## src/rtl/wd_pkg.sv

```systemverilog
// Package: shared register layout and addresses for the watchdog.
// Assumes a 16-bit bus and the control layout given in the brief.
package wd_pkg;
    localparam int DATA_W = 16;
    localparam int ADDR_W = 2;

    localparam logic [ADDR_W-1:0] ADR_CTRL   = 2'd0;
    localparam logic [ADDR_W-1:0] ADR_RELOAD = 2'd1;
    localparam logic [ADDR_W-1:0] ADR_COUNT  = 2'd2;

    typedef struct packed {
        logic [7:0] pre_m1;
        logic [2:0] rsv;
        logic [1:0] div_sel;
        logic       irq_en;
        logic       rst_en;
        logic       run;
    } wd_ctrl_t;

    localparam wd_ctrl_t CTRL_RST = '{pre_m1: 8'd0, rsv: 3'd0, div_sel: 2'd3,
                                      irq_en: 1'b0, rst_en: 1'b1, run: 1'b1};
    localparam logic [DATA_W-1:0] COUNT_RST = 16'h8000;
endpackage

```

## src/rtl/wd_regs.sv

```systemverilog
// Register file: holds control and reload, and muxes read data.
// Assumes the live count is held in the counter and passed in for reads.
module wd_regs
    import wd_pkg::*;
(
    input  logic              clk,
    input  logic              rst_n,
    input  logic              bus_wr,
    input  logic [ADDR_W-1:0] bus_addr,
    input  logic [DATA_W-1:0] bus_wdata,
    input  logic [DATA_W-1:0] live_count,
    output wd_ctrl_t          ctrl,
    output logic [DATA_W-1:0] reload,
    output logic [DATA_W-1:0] rdata,
    output logic              ctrl_wr,
    output logic              count_wr
);
    logic reload_wr;

    // Decode the write strobes per register.
    always_comb begin
        ctrl_wr   = bus_wr && (bus_addr == ADR_CTRL);
        reload_wr = bus_wr && (bus_addr == ADR_RELOAD);
        count_wr  = bus_wr && (bus_addr == ADR_COUNT);
    end

    // Control register; reserved bits are never stored.
    always_ff @(posedge clk) begin
        if (!rst_n) begin
            ctrl <= CTRL_RST;
        end else if (ctrl_wr) begin
            ctrl     <= wd_ctrl_t'(bus_wdata);
            ctrl.rsv <= 3'd0;
        end
    end

    // Reload register.
    always_ff @(posedge clk) begin
        if (!rst_n)         reload <= COUNT_RST;
        else if (reload_wr) reload <= bus_wdata;
    end

    // Read mux.
    always_comb begin
        case (bus_addr)
            ADR_CTRL:   rdata = ctrl;
            ADR_RELOAD: rdata = reload;
            ADR_COUNT:  rdata = live_count;
            default:    rdata = '0;
        endcase
    end

    a_r2_rsv_zero: assert property (@(posedge clk) disable iff (!rst_n)
        ctrl_wr |=> (ctrl.rsv == 3'd0));
    a_r9_reload_hold: assert property (@(posedge clk) disable iff (!rst_n)
        !reload_wr |=> $stable(reload));
endmodule

```

## src/rtl/wd_prescale.sv

```systemverilog
// Divider chain: an 8-bit prescaler followed by a power-of-two post-divider.
// Assumes clr restarts both stages; a tick is one clock wide.
module wd_prescale #(
    parameter int PRE_W     = 8,
    parameter int POST_LOG0 = 4,
    parameter int SEL_W     = 2
) (
    input  logic             clk,
    input  logic             rst_n,
    input  logic             run,
    input  logic             clr,
    input  logic [PRE_W-1:0] pre_m1,
    input  logic [SEL_W-1:0] div_sel,
    output logic             tick
);
    localparam int POST_W = POST_LOG0 + (1 << SEL_W) - 1;

    logic [PRE_W-1:0]  pre_cnt;
    logic [POST_W-1:0] post_cnt;
    logic [POST_W-1:0] post_last;
    logic              pre_wrap;

    // Terminal value of the post-divider for the selected ratio.
    always_comb begin
        post_last = POST_W'((1 << (POST_LOG0 + int'(div_sel))) - 1);
    end

    assign pre_wrap = run && (pre_cnt == pre_m1);
    assign tick     = pre_wrap && (post_cnt == post_last) && !clr;

    // Advance the prescaler, and the post-divider on each prescaler wrap.
    always_ff @(posedge clk) begin
        if (!rst_n || clr) begin
            pre_cnt  <= '0;
            post_cnt <= '0;
        end else if (pre_wrap) begin
            pre_cnt  <= '0;
            post_cnt <= (post_cnt >= post_last) ? '0 : post_cnt + 1'b1;
        end else if (run) begin
            pre_cnt  <= pre_cnt + 1'b1;
        end
    end

    a_r8_chain_frozen: assert property (@(posedge clk) disable iff (!rst_n)
        (!run && !clr) |=> ($stable(pre_cnt) && $stable(post_cnt)));
    a_r3_tick_needs_run: assert property (@(posedge clk) disable iff (!rst_n)
        tick |-> run);
    a_r4_clr_restart: assert property (@(posedge clk) disable iff (!rst_n)
        clr |=> (pre_cnt == '0 && post_cnt == '0));
endmodule

```

## src/rtl/wd_counter.sv

```systemverilog
// Live down-counter: loads on a bus write, steps on a tick, reloads on expiry.
// Assumes tick is already gated by run; a load wins over a tick.
module wd_counter #(
    parameter int          CNT_W   = 16,
    parameter logic [15:0] RST_VAL = 16'h8000
) (
    input  logic             clk,
    input  logic             rst_n,
    input  logic             tick,
    input  logic             load,
    input  logic [CNT_W-1:0] load_val,
    input  logic [CNT_W-1:0] reload_val,
    output logic [CNT_W-1:0] count,
    output logic             expire
);
    assign expire = tick && !load && (count == '0);

    // Update the live count.
    always_ff @(posedge clk) begin
        if (!rst_n)      count <= CNT_W'(RST_VAL);
        else if (load)   count <= load_val;
        else if (expire) count <= reload_val;
        else if (tick)   count <= count - 1'b1;
    end

    a_r3_step: assert property (@(posedge clk) disable iff (!rst_n)
        (tick && !load && count != '0) |=> (count == $past(count) - 1'b1));
    a_r4_load: assert property (@(posedge clk) disable iff (!rst_n)
        load |=> (count == $past(load_val)));
    a_r5_reload: assert property (@(posedge clk) disable iff (!rst_n)
        expire |=> (count == $past(reload_val)));
    a_r8_hold: assert property (@(posedge clk) disable iff (!rst_n)
        (!tick && !load) |=> $stable(count));
endmodule

```

## src/rtl/wd_outputs.sv

```systemverilog
// Output stage: one-cycle interrupt and a stretched reset request.
// Assumes expiries are at least 16 clocks apart.
module wd_outputs #(
    parameter int RST_HOLD = 128
) (
    input  logic clk,
    input  logic rst_n,
    input  logic expire,
    input  logic run,
    input  logic rst_en,
    input  logic irq_en,
    output logic irq_o,
    output logic rst_req_o
);
    localparam int HOLD_W = $clog2(RST_HOLD + 1);

    logic [HOLD_W-1:0] hold_cnt;
    logic              fire_rst;

    assign fire_rst  = expire && run && rst_en;
    assign rst_req_o = (hold_cnt != '0);

    // Register the interrupt pulse.
    always_ff @(posedge clk) begin
        if (!rst_n) irq_o <= 1'b0;
        else        irq_o <= expire && irq_en;
    end

    // Stretch the reset request over RST_HOLD clocks.
    always_ff @(posedge clk) begin
        if (!rst_n)              hold_cnt <= '0;
        else if (fire_rst)       hold_cnt <= HOLD_W'(RST_HOLD);
        else if (hold_cnt != '0) hold_cnt <= hold_cnt - 1'b1;
    end

    a_r6_irq_single: assert property (@(posedge clk) disable iff (!rst_n)
        irq_o |=> !irq_o);
    a_r6_irq_cause: assert property (@(posedge clk) disable iff (!rst_n)
        (expire && irq_en) |=> irq_o);
    a_r7_rst_start: assert property (@(posedge clk) disable iff (!rst_n)
        fire_rst |=> rst_req_o);
    a_r7_rst_quiet: assert property (@(posedge clk) disable iff (!rst_n)
        (!rst_req_o && !fire_rst) |=> !rst_req_o);
endmodule

```

## src/rtl/wdog_timer.sv

```systemverilog
// Top: watchdog with register file, divider chain, counter and output stage.
// Assumes a synchronous active-low reset and a single clock domain.
module wdog_timer
    import wd_pkg::*;
#(
    parameter int RST_HOLD = 128
) (
    input  logic              clk,
    input  logic              rst_n,
    input  logic              bus_wr,
    input  logic [ADDR_W-1:0] bus_addr,
    input  logic [DATA_W-1:0] bus_wdata,
    output logic [DATA_W-1:0] bus_rdata,
    output logic              irq_o,
    output logic              rst_req_o
);
    wd_ctrl_t          ctrl;
    logic [DATA_W-1:0] reload;
    logic [DATA_W-1:0] count;
    logic              ctrl_wr;
    logic              count_wr;
    logic              tick;
    logic              expire;

    wd_regs u_regs (
        .clk(clk), .rst_n(rst_n), .bus_wr(bus_wr), .bus_addr(bus_addr),
        .bus_wdata(bus_wdata), .live_count(count), .ctrl(ctrl),
        .reload(reload), .rdata(bus_rdata), .ctrl_wr(ctrl_wr),
        .count_wr(count_wr)
    );

    wd_prescale #(.PRE_W(8), .POST_LOG0(4), .SEL_W(2)) u_pre (
        .clk(clk), .rst_n(rst_n), .run(ctrl.run),
        .clr(ctrl_wr || count_wr), .pre_m1(ctrl.pre_m1),
        .div_sel(ctrl.div_sel), .tick(tick)
    );

    wd_counter #(.CNT_W(DATA_W), .RST_VAL(COUNT_RST)) u_cnt (
        .clk(clk), .rst_n(rst_n), .tick(tick), .load(count_wr),
        .load_val(bus_wdata), .reload_val(reload), .count(count),
        .expire(expire)
    );

    wd_outputs #(.RST_HOLD(RST_HOLD)) u_out (
        .clk(clk), .rst_n(rst_n), .expire(expire), .run(ctrl.run),
        .rst_en(ctrl.rst_en), .irq_en(ctrl.irq_en), .irq_o(irq_o),
        .rst_req_o(rst_req_o)
    );

    a_r1_quiet_after_reset: assert property (@(posedge clk)
        !rst_n |=> (!irq_o && !rst_req_o));
endmodule

```

## config.mk

```make
export PLATFORM = sky130hd
export DESIGN_NAME = wdog_timer
export DESIGN_NICKNAME = d
export VERILOG_FILES = /design/src/rtl/wd_pkg.sv /design/src/rtl/wd_regs.sv /design/src/rtl/wd_prescale.sv /design/src/rtl/wd_counter.sv /design/src/rtl/wd_outputs.sv /design/src/rtl/wdog_timer.sv
export SDC_FILE = /design/constraint.sdc
export NUM_CORES = 1
export LEC_CHECK = 0
export CAP_MARGIN = 0
export CORE_AREA = 2 2 116 118
export CTS_CLUSTER_DIAMETER = 60
export DETAILED_ROUTE_END_ITERATION = 16
export DIE_AREA = 0 0 118 120
export DONT_BUFFER_PORTS = 1
export SLEW_MARGIN = 5
export SYNTH_ARGS = -nofsm -noshare
export SYNTH_HDL_FRONTEND = slang
export SYNTH_SLANG_ARGS = --single-unit
```

## constraint.sdc

```tcl
create_clock -name clk -period 1.9 [get_ports clk]
set_clock_uncertainty 0.1 [all_clocks]
set_input_delay 0.19 -clock clk [delete_from_list [all_inputs] [get_ports clk]]
set_output_delay 0.19 -clock clk [all_outputs]
set_load 0.005 [all_outputs]
```

==> reports/metrics.cfg <==
[placement]
dpl.hpwl_mm = 8.37
gp_congestion = 0.846
pre_cts_ws_ns = -0.134
portBuffers = 0

[hold_path]
hold_path.class = in2reg
min_path_cells = 2
min_from = bus_addr[0]
hold_end = u_pre.post_cnt[1]

[timing]
fin_setup_tns_ns = -1.40
setup_violations = 23
fin_ws_ns = -0.122
slew_violations = 0
finalCritPeriodShare_pct = 106
finalCriticalPeriod_ns = 2.02
grt_setup_unrepaired = yes
fmax_ghz = 0.495
hold_violations = 0
worstMarginPinSlew_ns = 1.19
slew_headroom_pct = 20.2

[cts]
clk_pin_slew_worst_paths_ns = 0.06
cts_sinks = 69
htree_levels = 3
cts_tree = built
clockBufferDepth = 2
clock_latency_ns = 0.34
clock-root-buffer = clkbuf_16
cts_made_buffers = 9

[setup_path]
rr_startpoint = u_regs.ctrl[4]
critical_path_class = reg2reg
end_kind = flop
r2r.worst_path.cells = 8
worstPathArrival_ns = 2.19
crit_fanout = 5
ff2ff_setup_slack_ns = -0.12
regToRegEndpoint = u_cnt.count[5]
cp-start-kind = flop
cp.required_ns = 2.07

[drt]
wire_per_inst_um = 16.8
drt_iter0_markers = 216
ant_nets = 0
post-route-drc-count = 0
num_vias = 3804
vias_per_cell = 5.26
drt-pass1-iter-count = 5
totalWireLength_mm = 12.2

[finish]
syn_to_final_growth_pct = 34.7
final_nets = 573
num-fill-cells = 1303
n_antenna_cell = 0
ff_latch_area_um2 = 1390
drive_gt1_share_pct = 23.6
multiInputGateArea_um2 = 2430

[synthesis]
synth.distinct_cells = 49
synth_top_area_share_pct = 36.5
ys_seq_area_share_pct = 36.5
async_flop_share_pct = 0
ys_ff_latch = 69
ys_top_cells_by_count = 101 x nand2_1, 69 x dfxtp_1, 29 x a21oi_1
postSynthCellCount = 477
synth_warnings = 0
syn_area_um2 = 3780
avgSynthCellArea_um2 = 7.92
yosysTopAreaCell = dfxtp_1
syn-num-nets = 506
yosysMostFrequentCell = nand2_1
ys.flop_type = dfxtp_1
synth_edf_count = 0
ys_top_cells_by_area = dfxtp_1 37%, nand2_1 10%, mux2i_1 5.0%, xnor2_1 4.9%, a21oi_1 3.8%

[outcome]
status = complete, but fails checks
violations = negative setup slack

[grt]
track_usage_pct = 17.1
grt_pass1_wl_mm = 19.2
grt_antenna_before_repair = 0
grt_overflow = 0
grt_max_degree = 29
grt_pass1_vias = 3620

[floorplanning]
fp.dieH_um = 120
std_cell_rows = 42
die-area_um2 = 14200
die_w_um = 118
ios = 39
initial_core_util_pct = 29.1
core_um2 = 13000

[power]
ir_drop_uv = 548
powerDensity_nw_per_um2 = 890
leakage_uw = 0.00197
p_total_uw = 4530

[run]
maxCapViolCount = 0

cell usage in the layout (no fill, tap or decap), types with 5 or more instances in the layout:
master,instances
a21oi_1,28
buf_4,56
buf_6,7
clkbuf_16,10
dfxtp_1,62
dfxtp_2,6
dlygate4sd3_1,20
ha_1,5
mux2i_1,19
nand2_1,98
nand2b_1,5
nand3_1,22
nand4_1,16
nor2_1,24
nor3_1,10
o211ai_1,11
o21ai_0,13
o21ai_1,7
xnor2_1,17
xor2_1,12
layout make-up:
cell class                      instances  share of cell area (%)
Sequential cell                        69                    27.3
Inverter                                7                   0.516
Timing Repair Buffer                   86                    14.9
Clock buffer                           12                    5.04
Tap cell                              176                    4.32
Multi-Input combinational cell        371                    47.7
Clock inverter                          2                   0.197
report_power, final:
group | total (µW) | leakage, µW | internal [µW] | switching (µW)
combinational | 1270 | 0.00128 | 637 | 632
sequential | 1710 | 0.000563 | 1580 | 128
clock | 1550 | 0.000134 | 935 | 619
routing by layer:
layer  vias up  track usage [%]  share of wire [%]
li1       1821                -                  -
met1      1813             21.8                 44
met2       138             27.4                 47
met3        32             4.99                6.2
met4         0             6.17                3.0
met5         -                0                  0
registers in the layout, summed over array words and instances, names as in the netlist:
register / flops
u_cnt.count: 16
u_pre.pre_cnt: 8
u_out.hold_cnt: 8
u_pre.post_cnt: 7
u_regs.ctrl: 13
u_out.irq_o: 1
u_regs.reload: 16
per-stage QoR:
step                std cells  cell area [µm²]  hold slack (ns)  utilization (%)
floorplan                 477             3790            0.214                -
global placement          675             4280            0.174             33.0
detailed placement        675             4280            0.177             33.0
CTS                       712             4810          0.00516             37.0
global route              723             5090           0.0195             39.2
finish                    723             5090          0.00299             39.2
critical path, cell delays in order (launching register included):
cell	delay [ns]
dfxtp_4	0.36
nand2_2	0.07
ha_4	0.27
nand4_1	0.12
nor3_2	0.17
nand4_1	0.23
buf_6	0.21
a2111o_1	0.35
o211ai_2	0.06
worst max path at each step:
stage                    from                 to  slack [ns]
6_report       u_regs.ctrl[4]     u_cnt.count[5]       -0.12
3_3_place_gp   u_regs.ctrl[4]     u_cnt.count[5]       -0.06
4_1_cts        u_regs.ctrl[4]     u_cnt.count[5]       -0.09
2_1_floorplan  u_cnt.count[2]    u_cnt.count[13]        0.02
3_5_place_dp   u_regs.ctrl[4]     u_cnt.count[5]       -0.13
5_1_grt        u_regs.ctrl[3]  u_out.hold_cnt[5]       -0.23
what timing repair did:
item	in CTS	in global routing
pin swaps	18	21
gates cloned	0	1
hold buffers	20	0
endpoints found under the setup margin	29	40
setup buffers	3	10
endpoints found under the hold margin	48	0
gates resized for setup	14	46
cell families after synthesis:
family | share of synthesized area, %
muxes | 5.33
DFF | 36.5
buffers and inverters | 4.10
and+or+nand+nor | 28.2
adders and majority gates | 2.65
AOI/OAI and AO/OA | 15.5
xor gates and xnor gates | 7.65
Power figures use the tool's default switching activity.
